File: src/rtl/dice_pkg.sv
package dice_pkg;
    localparam int DIE_N    = 3;
    localparam int CODE_W   = 3;
    localparam int FIELD_W  = DIE_N * CODE_W;
    localparam int SEG_W    = 7;
    localparam int FACE_TOP = 6;

    typedef enum logic [1:0] {
        ST_BLANK,
        ST_ROLL,
        ST_SETTLE,
        ST_SHOW
    } roll_state_t;
endpackage

File: src/rtl/dice_sync.sv
module dice_sync #(
    parameter int STAGES = 2
) (
    input  logic clk,
    input  logic rst_n,
    input  logic din,
    output logic level,
    output logic fall
);
    logic [STAGES-1:0] chain;
    logic              level_q;

    always_ff @(posedge clk or negedge rst_n) begin
        if (!rst_n) begin
            chain   <= '0;
            level_q <= 1'b0;
        end else begin
            chain   <= {chain[STAGES-2:0], din};
            level_q <= chain[STAGES-1];
        end
    end

    assign level = chain[STAGES-1];
    assign fall  = level_q & ~chain[STAGES-1];
endmodule

File: src/rtl/dice_gen.sv
module dice_gen
    import dice_pkg::*;
#(
    parameter bit          COUNTER_MODE = 1'b0,
    parameter int          LFSR_W       = 16,
    parameter logic [15:0] SEED         = 16'hACE1
) (
    input  logic               clk,
    input  logic               rst_n,
    input  logic               step,
    output logic [FIELD_W-1:0] fields
);
    generate
        if (COUNTER_MODE == 1'b0) begin : g_lfsr
            logic [LFSR_W-1:0] sr;
            logic              fb;
            assign fb = sr[15] ^ sr[13] ^ sr[12] ^ sr[10];
            always_ff @(posedge clk or negedge rst_n) begin
                if (!rst_n)
                    sr <= LFSR_W'(SEED);
                else if (sr == '0)
                    sr <= LFSR_W'(SEED);
                else if (step)
                    sr <= {sr[LFSR_W-2:0], fb};
            end
            assign fields = sr[FIELD_W-1:0];
        end else begin : g_cnt
            logic [DIE_N:0] carry;
            assign carry[0] = step;
            for (genvar d = 0; d < DIE_N; d++) begin : g_die
                logic [CODE_W-1:0] cnt;
                logic              wrap;
                assign wrap = (cnt == CODE_W'(FACE_TOP - 1));
                always_ff @(posedge clk or negedge rst_n) begin
                    if (!rst_n)
                        cnt <= '0;
                    else if (carry[d])
                        cnt <= wrap ? '0 : cnt + 1'b1;
                end
                assign carry[d+1] = carry[d] & wrap;
                assign fields[d*CODE_W +: CODE_W] = cnt;
            end
        end
    endgenerate
endmodule

File: src/rtl/dice_seg.sv
module dice_seg
    import dice_pkg::*;
(
    input  logic [CODE_W-1:0] face,
    output logic [SEG_W-1:0]  seg
);
    always_comb begin
        unique case (face)
            3'd1:    seg = 7'b0000110;
            3'd2:    seg = 7'b1011011;
            3'd3:    seg = 7'b1001111;
            3'd4:    seg = 7'b1100110;
            3'd5:    seg = 7'b1101101;
            3'd6:    seg = 7'b1111101;
            default: seg = 7'b0000000;
        endcase
    end
endmodule

File: src/rtl/dice_roller.sv
module dice_roller
    import dice_pkg::*;
#(
    parameter bit          COUNTER_MODE = 1'b0,
    parameter logic [15:0] SEED         = 16'hACE1
) (
    input  logic             clk,
    input  logic             rst_n,
    input  logic             btn_raw,
    output logic [SEG_W-1:0] seg0,
    output logic [SEG_W-1:0] seg1,
    output logic [SEG_W-1:0] seg2,
    output logic [2:0]       face0,
    output logic [2:0]       face1,
    output logic [2:0]       face2,
    output logic             done
);
    roll_state_t        state, state_nx;
    logic               btn_lvl, btn_fall;
    logic               legal, capture, advance;
    logic [FIELD_W-1:0] fields;
    logic [CODE_W-1:0]  face_q [DIE_N];
    logic [SEG_W-1:0]   seg_w  [DIE_N];

    dice_sync #(.STAGES(2)) u_sync (
        .clk(clk), .rst_n(rst_n), .din(btn_raw),
        .level(btn_lvl), .fall(btn_fall)
    );

    dice_gen #(.COUNTER_MODE(COUNTER_MODE), .LFSR_W(16), .SEED(SEED)) u_gen (
        .clk(clk), .rst_n(rst_n), .step(advance), .fields(fields)
    );

    always_comb begin
        legal = 1'b1;
        for (int d = 0; d < DIE_N; d++)
            if (fields[d*CODE_W +: CODE_W] >= CODE_W'(FACE_TOP))
                legal = 1'b0;
    end

    assign capture = ((state == ST_ROLL) && btn_fall && legal) ||
                     ((state == ST_SETTLE) && legal);
    assign advance = ((state == ST_ROLL) && !capture) ||
                     ((state == ST_SETTLE) && !legal);

    always_comb begin
        state_nx = state;
        unique case (state)
            ST_BLANK, ST_SHOW: if (btn_lvl) state_nx = ST_ROLL;
            ST_ROLL:           if (btn_fall) state_nx = legal ? ST_SHOW : ST_SETTLE;
            ST_SETTLE:         if (legal) state_nx = ST_SHOW;
            default:           state_nx = ST_BLANK;
        endcase
    end

    always_ff @(posedge clk or negedge rst_n) begin
        if (!rst_n) state <= ST_BLANK;
        else        state <= state_nx;
    end

    always_ff @(posedge clk or negedge rst_n) begin
        if (!rst_n) begin
            done <= 1'b0;
            for (int d = 0; d < DIE_N; d++) face_q[d] <= '0;
        end else begin
            done <= capture;
            if (capture)
                for (int d = 0; d < DIE_N; d++)
                    face_q[d] <= fields[d*CODE_W +: CODE_W] + 1'b1;
        end
    end

    generate
        for (genvar d = 0; d < DIE_N; d++) begin : g_disp
            dice_seg u_seg (.face(face_q[d]), .seg(seg_w[d]));
        end
    endgenerate

    assign face0 = face_q[0];
    assign face1 = face_q[1];
    assign face2 = face_q[2];
    assign seg0  = seg_w[0];
    assign seg1  = seg_w[1];
    assign seg2  = seg_w[2];
endmodule

File: config.mk
export PLATFORM = sky130hd
export DESIGN_NAME = dice_roller
export DESIGN_NICKNAME = d
export VERILOG_FILES = /design/src/rtl/dice_pkg.sv /design/src/rtl/dice_sync.sv /design/src/rtl/dice_gen.sv /design/src/rtl/dice_seg.sv /design/src/rtl/dice_roller.sv
export SDC_FILE = /design/constraint.sdc
export NUM_CORES = 1
export LEC_CHECK = 0
export ABC_AREA = 1
export CAP_MARGIN = 5
export CORE_MARGIN = 2
export CORE_UTILIZATION = 52
export CTS_BUF_LIST = sky130_fd_sc_hd__clkbuf_4 sky130_fd_sc_hd__clkbuf_8 sky130_fd_sc_hd__clkbuf_16
export DETAILED_ROUTE_END_ITERATION = 6
export PLACE_DENSITY = 0.79
export SLEW_MARGIN = 20
export SYNTH_ARGS = -nofsm -noshare
export SYNTH_HDL_FRONTEND = slang
export SYNTH_SLANG_ARGS = --single-unit
File: constraint.sdc
create_clock -name clk -period 2.3 [get_ports clk]
set_clock_uncertainty 0.2 [all_clocks]
set_input_delay 0.23 -clock clk [delete_from_list [all_inputs] [get_ports clk]]
set_output_delay 0.23 -clock clk [all_outputs]
set_load 0.03 [all_outputs]
# [Word level (Yosys, flattened, before mapping)]
# Cells that the tools add are included.
[word_totals] register_bits=31 latch_bits=0 mem_bits_rw=0 romBits=0 in_bits=3 out_inout_bits=31 word_cells=70 memories=0
[op_classes] n_addsub=3 mul=0 div=0 order_cmp=3 eq_ne=24 shift=0 n_mux=13 n_bitwise=5 reduce_logical=14
[ops] op="case mux 7 bit (6 select lines)" count=3
[ops] op="2-to-1 mux 16 bit" count=2
[ops] op="equality test 3 bit, second input constant" count=9
[ops] op="equality test 3 x 2 -> 1 bit, second input constant" count=6
[ops] op="logical NOT 16 bit" count=1
[ops] op="adder 3 x 1 -> 3 bit, second input constant" count=3
[ops] op="equality test 3 x 1 -> 1 bit, second input constant" count=3
[ops] op="greater-or-equal comparator 3 bit, second input constant" count=3
[ops] op="2-to-1 mux 2 bit" count=3
[ops] op="case mux 2 bit (3 select lines)" count=1
[ops] op="logical AND 1 bit" count=5
[ops] op="equality test 2 bit, second input constant" count=2
[ops] op="2-to-1 mux 1 bit" count=4
[ops] op="!= test 2 bit, second input constant" count=2
[ops] op="AND reduction 3 bit" count=1
[ops] op="XOR 1 bit" count=3
[ops] op="equality test 2 x 1 -> 1 bit, second input constant" count=1
[ops] op="logical NOT 1 bit" count=2
[ops] op="logical NOT 2 bit" count=1
[ops] op="logical OR 1 bit" count=2
[ops] op="!= test 2 x 1 -> 1 bit, second input constant" count=1
[ops] op="nonzero test 2 bit" count=1
[ops] op="OR reduction 2 bit" count=1
[ops] op="bitwise AND 1 bit" count=1
[ops] op="NOT 1 bit" count=1

# [Depth between registers and ports, before layout]
[logic_depth] depth_word=11 ltp_mapped=11 mapped_depth_nobuf=10

# [Cells and area by module]
# From an unflattened synthesis, not the netlist that was laid out.
[unflattened] cells_unflattened=246 area_unflattened_um2=1920.6
[modules_own_cells] mod="dice_gen" n_inst=1 cells_per_inst=106 area_each_um2=840.8 seq_area_each_um2=410.4
[modules_own_cells] mod="dice_roller" n_inst=1 cells_per_inst=81 area_each_um2=747.0 seq_area_each_um2=300.3
[modules_own_cells] mod="dice_seg" n_inst=3 cells_per_inst=18 area_each_um2=82.6 seq_area_each_um2=0.0
[modules_own_cells] mod="dice_sync" n_inst=1 cells_per_inst=5 area_each_um2=85.1 seq_area_each_um2=75.1

# [Least setup slack after synthesis]
# No wires, ideal clock.
[synth_path] path_type="register to output" start="register face_q, in the netlist face2[1]" end="output seg2[3]" arrival_time_ns=1.845 required_time_ns=1.870 path_slack_ns=0.025 path_stages_with_launch=5 path_buffers=1 cell_sequence="dfrtp_1 -> inv_1 -> o21ai_0 -> o21ai_0 -> buf_4"
[synth_via] elab_chain_cells=2 word_cells_on_any_way=7 classes_between="eq/ne (6); mux (1)"
[synth_rtl] item="from (decl)" line="dice_roller.sv:22" text="logic [CODE_W-1:0] face_q [DIE_N];"
[synth_rtl] item="from (signal, indexed assignment)" line="dice_roller.sv:69" text="face_q[d] <= fields[d*CODE_W +: CODE_W] + 1'b1;"
[synth_rtl] item="equality test 3 bit, or another cell as far along" line="dice_seg.sv:8" text="unique case (face)"
[synth_rtl] item="case mux 7 bit (6 select lines) *" line="dice_seg.sv:8"
[synth_rtl] item="to (decl)" line="dice_roller.sv:12" text="output logic [SEG_W-1:0] seg2,"
# Every way passes the cells marked *; elsewhere a longest branch is shown, timed or not.

# [Worst setup path in the final report]
[layout_path] start="register face_q, in the netlist face1[0]" end="output seg1[2]"
[layout_via] elab_chain_cells=2 word_cells_on_any_way=7 classes_between="eq/ne (6); mux (1)"
[layout_rtl] item="equality test 3 bit, or another cell as far along" line="dice_seg.sv:8"
[layout_rtl] item="case mux 7 bit (6 select lines) *" line="dice_seg.sv:8"
[layout_rtl] item="to (decl)" line="dice_roller.sv:11" text="output logic [SEG_W-1:0] seg1,"
# Marks and branches as above.

==> tab_implementation.tex <==
\begin{tabular}{lr}
\hline
Metric & Value \\
\hline
\multicolumn{2}{l}{\textbf{Run status}} \\
\quad Result of the run & finished, final reports clean \\
\multicolumn{2}{l}{\textbf{Yosys}} \\
\quad Post-synthesis cell count & 252 \\
\quad Cell types with the largest area share after synthesis & sky130\_fd\_sc\_hd\_\_dfrtp\_1 (31\%), sky130\_fd\_sc\_hd\_\_nand2\_1 (16\%), sky130\_fd\_sc\_hd\_\_dfstp\_2 (11\%) \\
\quad Number of distinct library cells after synthesis & 24 \\
\quad Synthesized cell area & 0.00187 sq mm \\
\quad Total of flip-flops plus latches after synthesis & 31 \\
\quad Top cell type by total area after synthesis & sky130\_fd\_sc\_hd\_\_dfrtp\_1 \\
\quad Mean area per synthesized cell & 7.41 sq um \\
\quad Part of the Yosys area used for sequential elements & 42.1\% \\
\quad Share of the synthesized area in the top cell type & 30.8\% \\
\quad Syn. warnings & 0 \\
\quad Synthesized Nets & 264 \\
\multicolumn{2}{l}{\textbf{Route}} \\
\quad Via count & 1660 \\
\quad Vias per inst & 4.94 \\
\quad First-pass DRT Iterations & 4 \\
\quad Number of antenna-violating nets in the routed design & 0 \\
\quad DR iter-0 viols & 38 \\
\quad Post-route DRC & 0 \\
\quad Detail-routed net length per standard cell & 11.0 um \\
\quad Routed wire length & 3700 um \\
\multicolumn{2}{l}{\textbf{Timing}} \\
\quad Final-report setup violation count & 0 \\
\quad Setup repair after global routing missed its margin & false \\
\quad Maximum clock frequency & 0.465 GHz \\
\quad Actual transition at the worst max-transition pin & 0.389 ns \\
\quad Final total negative setup slack & 0 ns \\
\quad Worst rel slew slack & 74.1\% \\
\quad Final Max Slew Viols & 0 \\
\quad Fin. Hold Viols & 0 \\
\quad Min cycle time layout & 2.15 ns \\
\quad Hold Worst Slack & 0.0659 ns \\
\quad Setup ws final & 0.148 ns \\
\quad Fraction of the cycle the final worst path needs & 93.5\% \\
\multicolumn{2}{l}{\textbf{Setup path}} \\
\quad Data required, critical path & 1.87 ns \\
\quad Critical path's largest stage delay & 0.70 ns \\
\quad Top fanout value on the critical path & 6 \\
\quad Launch point of the worst reg-to-reg path & u\_gen.g\_lfsr.sr[6]\$\_DFFE\_PN1P\_ \\
\quad Critical path endpoint category & output pin \\
\quad CP delay by family, top & buffers and inverters \\
\quad Reg2Reg Setup Slack & 0.24 ns \\
\quad Total stage count of the critical path & 3 \\
\quad Data arrival time at the worst-slack endpoint & 1.72 ns \\
\quad Critical path startpoint & face1[0]\$\_DFFE\_PN0P\_ \\
\quad Cell with the biggest individual delay on the critical path & sky130\_fd\_sc\_hd\_\_clkdlybuf4s50\_1 \\
\quad Buf/Inv on CP & 2 \\
\quad Startpoint kind of the worst setup timing path & register \\
\quad Worst R2R Path Depth & 9 \\
\quad Crit Path Category & reg2out \\
\quad Ordered list of cells on the worst path & inv\_1, o21ai\_0, clkdlybuf4s50\_1 \\
\quad Worst reg2reg endpoint & u\_gen.g\_lfsr.sr[1]\$\_DFFE\_PN0P\_ \\
\quad End point of the critical path & seg1[2] \\
\multicolumn{2}{l}{\textbf{Finish}} \\
\quad Synthesis-to-finish area growth & 23.2\% \\
\quad \# diodes & 0 \\
\quad Filler Cell Count & 282 \\
\quad Share of final-layout standard cells stronger than drive strength 1 & 9.66\% \\
\quad Number of nets in the finished design & 301 \\
\quad Post-route cell area & 0.00230 sq mm \\
\multicolumn{2}{l}{\textbf{CTS}} \\
\quad Post-CTS setup buffer count & 0 \\
\quad H-tree Lvls & 2 \\
\quad Hold-fix buffer count after cts & 0 \\
\quad Skew-Pair Late Insertion Delay & 0.34 ns \\
\quad Cell at the root of the clock tree & sky130\_fd\_sc\_hd\_\_clkbuf\_4 \\
\quad CTS clk-pin slew, worst paths & 0.10 ns \\
\quad Clock sink total & 31 \\
\quad Max clock buf depth & 2 \\
\quad TritonCTS Buffers & 5 \\
\quad CTS tree & yes \\
\multicolumn{2}{l}{\textbf{Placement}} \\
\quad Total cell area at the placement stage & 0.00223 sq mm \\
\quad Minimum setup slack after placement & 0.262 ns \\
\quad Half-perimeter wire length after placement & 2680 um \\
\quad Port bufs & 33 \\
\quad Final Wtd Congestion & 0.869 \\
\multicolumn{2}{l}{\textbf{Min path}} \\
\quad Hold crit path type & in2async \\
\multicolumn{2}{l}{\textbf{Power}} \\
\quad Worst ir drop on vdd & 0.706 mV \\
\quad Power, Total & 3700 uW \\
\quad Power density over the cells & 1610 mW/mm\^{}2 \\
\quad Leak pwr & 0.00132 uW \\
\multicolumn{2}{l}{\textbf{Run}} \\
\quad Max Cap Violations & 0 \\
\multicolumn{2}{l}{\textbf{Global route}} \\
\quad Initial antenna violation count & 0 \\
\quad Largest net degree at the start of global routing & 32 \\
\quad Global-route usage over all layers & 20.5\% \\
\quad Global-route congestion overflow total & 0 \\
\quad Via count of the first global-routing pass & 1486 \\
\quad Wire length of the first global-routing pass & 6510 um \\
\multicolumn{2}{l}{\textbf{Die}} \\
\quad Top-level port count & 34 \\
\quad Initial Utilization & 55.1\% \\
\quad Chip width & 63.9 um \\
\quad Core footprint & 0.00339 sq mm \\
\quad Die Height & 63.9 um \\
\quad Overall die area & 0.00409 sq mm \\
\quad Standard-cell row count & 21 \\
\hline
\end{tabular}
[flip-flops by register name (all words and copies together), names as in the netlist]
signal and flops:
done 1, face0 3, face1 3, face2 3, state 2, u_gen.g_lfsr.sr 16
u_sync.chain 2, u_sync.level_q 1
[layout by cell type, fill, tap and decap left out, types with 2 or more instances in the layout]
master                             n
sky130_fd_sc_hd__nor2_2            2
sky130_fd_sc_hd__clkbuf_4          7
sky130_fd_sc_hd__ha_1              9
sky130_fd_sc_hd__o21a_1            2
sky130_fd_sc_hd__dlygate4sd2_1     5
sky130_fd_sc_hd__o21ai_0          16
sky130_fd_sc_hd__nand2_1          82
sky130_fd_sc_hd__nand3_1          28
sky130_fd_sc_hd__inv_1            34
sky130_fd_sc_hd__xnor2_1           4
sky130_fd_sc_hd__o211ai_1          2
sky130_fd_sc_hd__dlymetal6s2s_1    7
sky130_fd_sc_hd__nor2_1           25
sky130_fd_sc_hd__o21ai_1           2
sky130_fd_sc_hd__buf_4             4
sky130_fd_sc_hd__dfrtp_1          23
sky130_fd_sc_hd__dfstp_2           8
sky130_fd_sc_hd__clkdlybuf4s50_1  21
[final cells by class]
type	instances	area, sq um	area share (%)
clock buffers	7	52.6	2.29
clock inverters	1	5.00	0.218
inverters	34	128	5.55
multi-input cells	180	900	39.1
flip-flops and latches	31	786	34.2
well taps	46	57.6	2.50
repair buffers	37	372	16.2
[cell usage after synthesis]
| master | number |
|---|---|
| sky130_fd_sc_hd__nand2_1 | 82 |
| sky130_fd_sc_hd__nand3_4 | 1 |
| sky130_fd_sc_hd__nand2_2 | 1 |
| sky130_fd_sc_hd__o21ai_0 | 17 |
| sky130_fd_sc_hd__nand3_1 | 28 |
| sky130_fd_sc_hd__nand4_1 | 1 |
| sky130_fd_sc_hd__dfstp_2 | 8 |
| sky130_fd_sc_hd__o211ai_1 | 2 |
| sky130_fd_sc_hd__buf_2 | 1 |
| sky130_fd_sc_hd__o21a_1 | 2 |
| sky130_fd_sc_hd__xnor2_1 | 4 |
| sky130_fd_sc_hd__nor2_1 | 25 |
| sky130_fd_sc_hd__buf_6 | 1 |
| sky130_fd_sc_hd__buf_4 | 5 |
| sky130_fd_sc_hd__o21ai_1 | 1 |
| sky130_fd_sc_hd__nand3_2 | 1 |
| sky130_fd_sc_hd__nor2_4 | 1 |
| sky130_fd_sc_hd__xor2_1 | 1 |
| sky130_fd_sc_hd__nor2_2 | 2 |
| sky130_fd_sc_hd__ha_1 | 9 |
| sky130_fd_sc_hd__dfrtp_1 | 23 |
| sky130_fd_sc_hd__inv_1 | 34 |
| sky130_fd_sc_hd__or2_2 | 1 |
| sky130_fd_sc_hd__nand2_4 | 1 |
[per-layer routing]
| layer | share of wire (%) | wire, um | global-route usage, % |
|---|---|---|---|
| met5 | 0 | 0 | 0 |
| met4 | 2.1 | 76 | 10.6 |
| met3 | 6.2 | 231 | 4.75 |
| met2 | 46 | 1700 | 33.9 |
| met1 | 46 | 1700 | 25.0 |
[worst min path at each step]
stage | slack [ns] | from | depth (start not counted) | to
final | 0.07 | rst_n | 2 | u_sync.level_q$_DFF_PN0_
after global routing | 0.11 | rst_n | 2 | u_sync.level_q$_DFF_PN0_
after CTS | 0.07 | rst_n | 2 | u_sync.level_q$_DFF_PN0_
after detailed placement | 0.15 | u_sync.chain[0]$_DFF_PN0_ | 0 | u_sync.chain[1]$_DFF_PN0_
after global placement | 0.13 | u_sync.chain[0]$_DFF_PN0_ | 0 | u_sync.chain[1]$_DFF_PN0_
after floorplan | -0.27 | rst_n | 0 | done$_DFF_PN0_
[what timing repair did]
action / CTS / global route
setup endpoints to repair: 10 / 7
cloned: 0 / 0
resized for setup: 6 / 7
[stage by stage]
stage,utilization (%),cells
2_1_floorplan,-,252
3_3_place_gp,65.8,328
3_5_place_dp,65.8,328
4_1_cts,67.3,336
5_1_grt,67.8,336
6_report,67.8,336
[cell families (layout without fill, tap and decap cells)]
group,count (synthesis),in the layout,synth area share [%]
simple gates,144,144,33.4
compound gates,22,22,6.43
buf+inv,41,79,9.72
xor+xnor,5,5,2.35
flops,31,31,42.1
fa+ha+maj,9,9,6.03
[power by group]
part	switching, uW	internal [uW]
registers	204	771
logic	1500	898
clock network	182	142
total	1890	1810
No activity file was read; power rests on OpenSTA's default activity.
